--- config.mk ---
export PLATFORM = sky130hd
export DESIGN_NAME = turnoff_ack_merge
export DESIGN_NICKNAME = d
export VERILOG_FILES = /design/src/rtl/turnoff_pkg.sv /design/src/rtl/turnoff_ack_tracker.sv /design/src/rtl/turnoff_seq_fsm.sv /design/src/rtl/turnoff_ack_merge.sv
export SDC_FILE = /design/constraint.sdc
export NUM_CORES = 1
export LEC_CHECK = 0
export ABC_AREA = 1
export ABC_CLOCK_PERIOD_IN_PS = 3800
export BUFFER_PORTS_ARGS = -buffer_cell sky130_fd_sc_hd__clkbuf_2
export CAP_MARGIN = 25
export CORE_UTILIZATION = 54
export DETAILED_ROUTE_END_ITERATION = 8
export GPL_TIMING_DRIVEN = 0
export PLACE_DENSITY_LB_ADDON = 0.2
export SLEW_MARGIN = 25
export SYNTH_ARGS = -nofsm -noshare
export SYNTH_HDL_FRONTEND = slang
export SYNTH_SLANG_ARGS = --single-unit
export TNS_END_PERCENT = 100
--- constraint.sdc ---
create_clock -name clk -period 3.8 [get_ports clk]
set_clock_uncertainty 0.15 [all_clocks]
set_input_delay 0.76 -clock clk [delete_from_list [all_inputs] [get_ports clk]]
set_output_delay 0.76 -clock clk [all_outputs]
set_load 0.02 [all_outputs]
--- src/rtl/turnoff_pkg.sv ---
package turnoff_pkg;

  typedef enum logic [0:0] {
    HS_IDLE = 1'b0,
    HS_OPEN = 1'b1
  } hs_state_t;

endpackage

--- src/rtl/turnoff_ack_tracker.sv ---
module turnoff_ack_tracker #(
  parameter int unsigned N_PORTS = 4
) (
  input  logic               clk,
  input  logic               rst_n,
  input  logic               capture_i,
  input  logic               collect_i,
  input  logic               clear_i,
  input  logic [N_PORTS-1:0] active_mask_i,
  input  logic [N_PORTS-1:0] dn_ack_i,
  output logic [N_PORTS-1:0] need_o,
  output logic [N_PORTS-1:0] rcvd_o,
  output logic               all_done_o
);

  localparam int unsigned CW = $clog2(N_PORTS + 1);

  logic [N_PORTS-1:0] need_q;
  logic [N_PORTS-1:0] rcvd_q, rcvd_d;
  logic [N_PORTS-1:0] fresh;
  logic [CW-1:0]      cnt_q, cnt_d;
  logic [CW-1:0]      goal_q, goal_d;
  logic [CW-1:0]      fresh_n;
  logic               cnt_en;

  // per-port bit: set on first ack of a required port
  for (genvar p = 0; p < N_PORTS; p++) begin : g_port
    assign fresh[p] = collect_i & dn_ack_i[p] & need_q[p] & ~rcvd_q[p];

    always_comb begin
      if (clear_i || capture_i) begin
        rcvd_d[p] = 1'b0;
      end else if (fresh[p]) begin
        rcvd_d[p] = 1'b1;
      end else begin
        rcvd_d[p] = rcvd_q[p];
      end
    end

    always_ff @(posedge clk or negedge rst_n) begin
      if (!rst_n) begin
        rcvd_q[p] <= 1'b0;
      end else if (clear_i || capture_i || fresh[p]) begin
        rcvd_q[p] <= rcvd_d[p];
      end
    end
  end

  always_comb begin
    fresh_n = '0;
    for (int i = 0; i < N_PORTS; i++) begin
      fresh_n = fresh_n + CW'(fresh[i]);
    end
  end

  always_comb begin
    goal_d = '0;
    for (int i = 0; i < N_PORTS; i++) begin
      goal_d = goal_d + CW'(active_mask_i[i]);
    end
  end

  assign cnt_en = clear_i | capture_i | (|fresh);

  always_comb begin
    if (clear_i || capture_i) begin
      cnt_d = '0;
    end else begin
      cnt_d = cnt_q + fresh_n;
    end
  end

  always_ff @(posedge clk or negedge rst_n) begin
    if (!rst_n) begin
      cnt_q <= '0;
    end else if (cnt_en) begin
      cnt_q <= cnt_d;
    end
  end

  always_ff @(posedge clk or negedge rst_n) begin
    if (!rst_n) begin
      need_q <= '0;
      goal_q <= '0;
    end else if (capture_i) begin
      need_q <= active_mask_i;
      goal_q <= goal_d;
    end
  end

  assign need_o     = need_q;
  assign rcvd_o     = rcvd_q;
  assign all_done_o = (cnt_q == goal_q);

  // only required ports are ever recorded
  p_only_active_r5: assert property (@(posedge clk) disable iff (!rst_n)
    (rcvd_q & ~need_q) == '0);

  // counter equals number of distinct ports recorded
  p_count_distinct_r4: assert property (@(posedge clk) disable iff (!rst_n)
    cnt_q == CW'($countones(rcvd_q)));

  // nothing is recorded while not collecting
  p_idle_ignored_r7: assert property (@(posedge clk) disable iff (!rst_n)
    (!collect_i && !capture_i && !clear_i) |=> $stable(rcvd_q));

endmodule

--- src/rtl/turnoff_seq_fsm.sv ---
module turnoff_seq_fsm
  import turnoff_pkg::*;
#(
  parameter int unsigned N_PORTS = 4
) (
  input  logic               clk,
  input  logic               rst_n,
  input  logic               up_req_i,
  input  logic [N_PORTS-1:0] active_mask_i,
  input  logic               all_done_i,
  output logic               capture_o,
  output logic               collect_o,
  output logic               finish_o,
  output logic [N_PORTS-1:0] dn_req_o
);

  hs_state_t          state_q, state_d;
  logic [N_PORTS-1:0] bcast_q, bcast_d;
  logic               bcast_en;

  assign capture_o = (state_q == HS_IDLE) & up_req_i;
  assign finish_o  = (state_q == HS_OPEN) & all_done_i;
  assign collect_o = (state_q == HS_OPEN) & ~all_done_i;

  always_comb begin
    state_d = state_q;
    unique case (state_q)
      HS_IDLE: if (up_req_i)   state_d = HS_OPEN;
      HS_OPEN: if (all_done_i) state_d = HS_IDLE;
      default: state_d = HS_IDLE;
    endcase
  end

  always_ff @(posedge clk or negedge rst_n) begin
    if (!rst_n) begin
      state_q <= HS_IDLE;
    end else begin
      state_q <= state_d;
    end
  end

  assign bcast_d  = capture_o ? active_mask_i : '0;
  assign bcast_en = capture_o | (|bcast_q);

  always_ff @(posedge clk or negedge rst_n) begin
    if (!rst_n) begin
      bcast_q <= '0;
    end else if (bcast_en) begin
      bcast_q <= bcast_d;
    end
  end

  assign dn_req_o = bcast_q;

  // broadcast lasts one cycle
  p_bcast_once_r2: assert property (@(posedge clk) disable iff (!rst_n)
    (|dn_req_o) |=> (dn_req_o == '0));

  // no broadcast follows a cycle in which a handshake was open
  p_busy_no_bcast_r8: assert property (@(posedge clk) disable iff (!rst_n)
    (state_q == HS_OPEN) |=> (dn_req_o == '0));

  // an accepted request opens a handshake
  p_req_opens_r2: assert property (@(posedge clk) disable iff (!rst_n)
    (state_q == HS_IDLE && up_req_i) |=> (state_q == HS_OPEN));

endmodule

--- src/rtl/turnoff_ack_merge.sv ---
module turnoff_ack_merge #(
  parameter int unsigned N_PORTS = 4
) (
  input  logic               clk,
  input  logic               rst_n,
  input  logic               up_req_i,
  output logic               up_ack_o,
  output logic [N_PORTS-1:0] dn_req_o,
  input  logic [N_PORTS-1:0] dn_ack_i,
  input  logic [N_PORTS-1:0] active_mask_i
);

  logic               capture;
  logic               collect;
  logic               finish;
  logic               all_done;
  logic [N_PORTS-1:0] need;
  logic [N_PORTS-1:0] rcvd;

  turnoff_seq_fsm #(.N_PORTS(N_PORTS)) u_fsm (
    .clk          (clk),
    .rst_n        (rst_n),
    .up_req_i     (up_req_i),
    .active_mask_i(active_mask_i),
    .all_done_i   (all_done),
    .capture_o    (capture),
    .collect_o    (collect),
    .finish_o     (finish),
    .dn_req_o     (dn_req_o)
  );

  turnoff_ack_tracker #(.N_PORTS(N_PORTS)) u_track (
    .clk          (clk),
    .rst_n        (rst_n),
    .capture_i    (capture),
    .collect_i    (collect),
    .clear_i      (finish),
    .active_mask_i(active_mask_i),
    .dn_ack_i     (dn_ack_i),
    .need_o       (need),
    .rcvd_o       (rcvd),
    .all_done_o   (all_done)
  );

  assign up_ack_o = finish;

  // upstream ack is a single-cycle pulse
  p_ack_pulse_r3: assert property (@(posedge clk) disable iff (!rst_n)
    up_ack_o |=> !up_ack_o);

  // upstream ack only when every required port has answered
  p_ack_needs_all_r3: assert property (@(posedge clk) disable iff (!rst_n)
    up_ack_o |-> (rcvd == need));

  // record is empty after the ack
  p_clear_after_ack_r9: assert property (@(posedge clk) disable iff (!rst_n)
    up_ack_o |=> (rcvd == '0));

endmodule

==> impl_metrics.py <==
metrics = {
    "worst_setup_path": {
        "crit_chain": "xnor2_1, nand3_2, nand2_1, inv_1, nand4_1, ha_1, inv_1, fa_1, inv_1, ha_1, fa_1, xor2_1, nor2_1, nand2_1, nand2_1",
        "worstPathArrival_ns": 3.23,
        "worst-path-buf-inv": 3,
        "cpPeakStageDelay_ns": 0.49,
        "critPathKind": "flop to flop",
        "cp_max_fo": 3,
        "worstPathRequired_ns": 3.88,
        "crit_slowest_cell": "fa_1",
        "critPathLaunchType": "flop",
        "crit_path_end_kind": "flop",
        "crit_family": "adder cells",
    },
    "final_layout": {
        "final_common_cell": "inv_1",
        "fin_nets": 151,
        "stdcell_area_um2": 1160,
        "final_util": 0.659,
        "drive_above_1_share": 0.208,
        "antenna_cells": 0,
        "final_cell_mix": "inv_1, nand2_1, dfrtp_1",
        "area_growth_pct": 12.9,
        "fillCellCount": 176,
    },
    "synthesis": {
        "post_synth_num_cell_types": 19,
        "ys_ff_latch": 19,
        "synthCells": 111,
        "synth_fa_ha_area_frac": 0.131,
        "ys_seq_area_frac": 0.462,
        "syn_nets": 131,
        "syn_area_um2": 1030,
        "synth-simple-area-share": 0.222,
        "yosysWarnings": 0,
        "synth-xor-area-share": 0.0255,
        "avgSynthCellArea_um2": 9.28,
        "synth_compound_area_frac": 0.0486,
        "synthMuxAreaShare": 0.0109,
        "synth_top_family_by_area": "simple AND/OR/NAND/NOR gates",
    },
    "global_routing": {
        "grt_overflow": 0,
        "grt_start_max_net_pins": 20,
        "grt_pass1_vias": 731,
        "grt_pass1_wl_um": 2900,
        "track_usage": 0.196,
        "antenna_found_initial": 0,
    },
    "timing": {
        "slew_headroom": 0.695,
        "maxSlewViolCount": 0,
        "max_freq_ghz": 0.318,
        "tightest_slew_ns": 0.457,
        "hold_viol": 0,
        "period_needed_ns": 3.15,
        "rsz0062_at_grt": "no",
        "setup_tns_ns": 0,
        "setup_violations": 0,
        "fin_crit_sh": 0.828,
    },
    "clock_tree": {
        "htree_num_levels": 1,
        "holdBufCountCts": 0,
        "clock_latency_ns": 0.28,
        "cts_max_path_buffers": 2,
        "root_buffer": "clkbuf_4",
        "clkSinkCount": 19,
        "cts_resized": 0,
        "clk_pin_slew_ns": 0.10,
        "numCtsBuffers": 3,
        "post_cts_buffers": 0,
        "cts_tree": "built",
    },
    "floorplan": {
        "chipHeight_um": 45.7,
        "coreArea_um2": 1760,
        "fp.dieW_um": 45.7,
        "fp.dieArea_um2": 2090,
        "fp-row-count": 15,
        "io_pins": 16,
        "start_util": 0.584,
    },
    "detailed_routing": {
        "vias": 730,
        "totalWireLength_um": 1710,
        "ant_nets": 0,
        "wire_per_inst_um": 11.0,
        "first_iter_violations": 6,
        "first_pass_iters": 3,
        "drc_errors": 0,
        "vias_per_cell": 4.71,
    },
    "status": {
        "outcome": "finished clean",
    },
    "run": {
        "cap_violations": 0,
    },
    "placement": {
        "dpl.hpwl_um": 1410,
        "io_buffers": 15,
        "gp_congestion": 0.823,
        "dpl_cell_area_um2": 1140,
    },
    "power": {
        "pwr_density_cell_nw_per_um2": 271,
        "cellLeakagePower_nw": 0.692,
        "ir_worst_vdd_v": 0.000218,
    },
    "worst_hold_path": {
        "hp-class": "input port to asynchronous set/reset pin",
    },
}
## registers in the layout (all words and copies together) (netlist names)
| name | flops |
|---|---|
| u_track.cnt_q | 3 |
| u_track.goal_q | 3 |
| u_fsm.dn_req_o | 4 |
| u_track.need_o | 4 |
| u_track.rcvd_o | 4 |
| u_fsm.state_q | 1 |
## cell usage after synthesis (all sizes together)
library cell	number	area [um2]
nor2	10	45.0
fa	3	60.1
inv	26	97.6
dfrtp	19	475
xor2	1	8.76
mux2	1	11.3
ha	6	75.1
buf	1	5.00
nand4	8	71.3
a21oi	2	10.0
o21ai	8	40.0
xnor2	2	17.5
nand2	22	92.6
nand3	2	20.0
## stage by stage
stage	total power (W)	setup slack [ns]	hold slack (ns)	std cells
2_1_floorplan	0.000211	0.924	0.303	111
3_3_place_gp	0.000221	0.747	0.321	151
3_5_place_dp	0.000222	0.660	0.336	151
4_1_cts	0.000317	0.637	0.264	155
5_1_grt	0.000326	0.469	0.288	155
6_report	0.000315	0.653	0.250	155
## power by group
| part | total, W | internal [W] | switching [W] | leakage [nW] |
|---|---|---|---|---|
| clock network | 0.0000978 | 0.0000407 | 0.0000571 | 0.0150 |
| registers | 0.000202 | 0.000202 | 0 | 0.250 |
| logic | 0.0000151 | 0.00000619 | 0.00000889 | 0.427 |
| total | 0.000315 | 0.000249 | 0.0000660 | 0.692 |
## worst paths after layout
check                                    end  slack (ns)              start  cells past startpoint
min in group clk           u_track.need_o[3]        0.35  u_track.need_o[3]                      2
max                         u_track.cnt_q[2]        0.65   u_track.cnt_q[2]                     15
min reg2reg                u_track.need_o[3]        0.35  u_track.need_o[3]                      2
min                        u_track.need_o[2]        0.25              rst_n                      1
max in group asynchronous   u_track.cnt_q[0]        2.93              rst_n                      1
max reg2reg                 u_track.cnt_q[2]        0.65   u_track.cnt_q[2]                     15
## layer usage
layer / vias up / wire (um) / GRT usage
met4: 0 / 21 / 0.0727
li1: 380 / - / -
met3: 2 / 29 / 0.0238
met2: 6 / 902 / 0.343
met1: 342 / 751 / 0.246
met5: - / 0 / 0
## layout make-up
| class | count | area (um2) | share of cell area |
|---|---|---|---|
| flip-flops and latches | 19 | 475 | 0.409 |
| multi-input cells | 65 | 452 | 0.389 |
| inverters | 26 | 97.6 | 0.0840 |
| repair buffers | 15 | 75.1 | 0.0646 |
| well taps | 25 | 31.3 | 0.0269 |
| clock buffers | 4 | 26.3 | 0.0226 |
| plain buffers | 1 | 5.00 | 0.00431 |
## logic make-up after synthesis
family / after synthesis
DFF: 19
adders and majority gates: 9
xor gates and xnor gates: 3
buffers and inverters: 27
muxes: 1
AOI/OAI and AO/OA: 10
and+or+nand+nor: 42
Power figures use the tool's default switching activity.
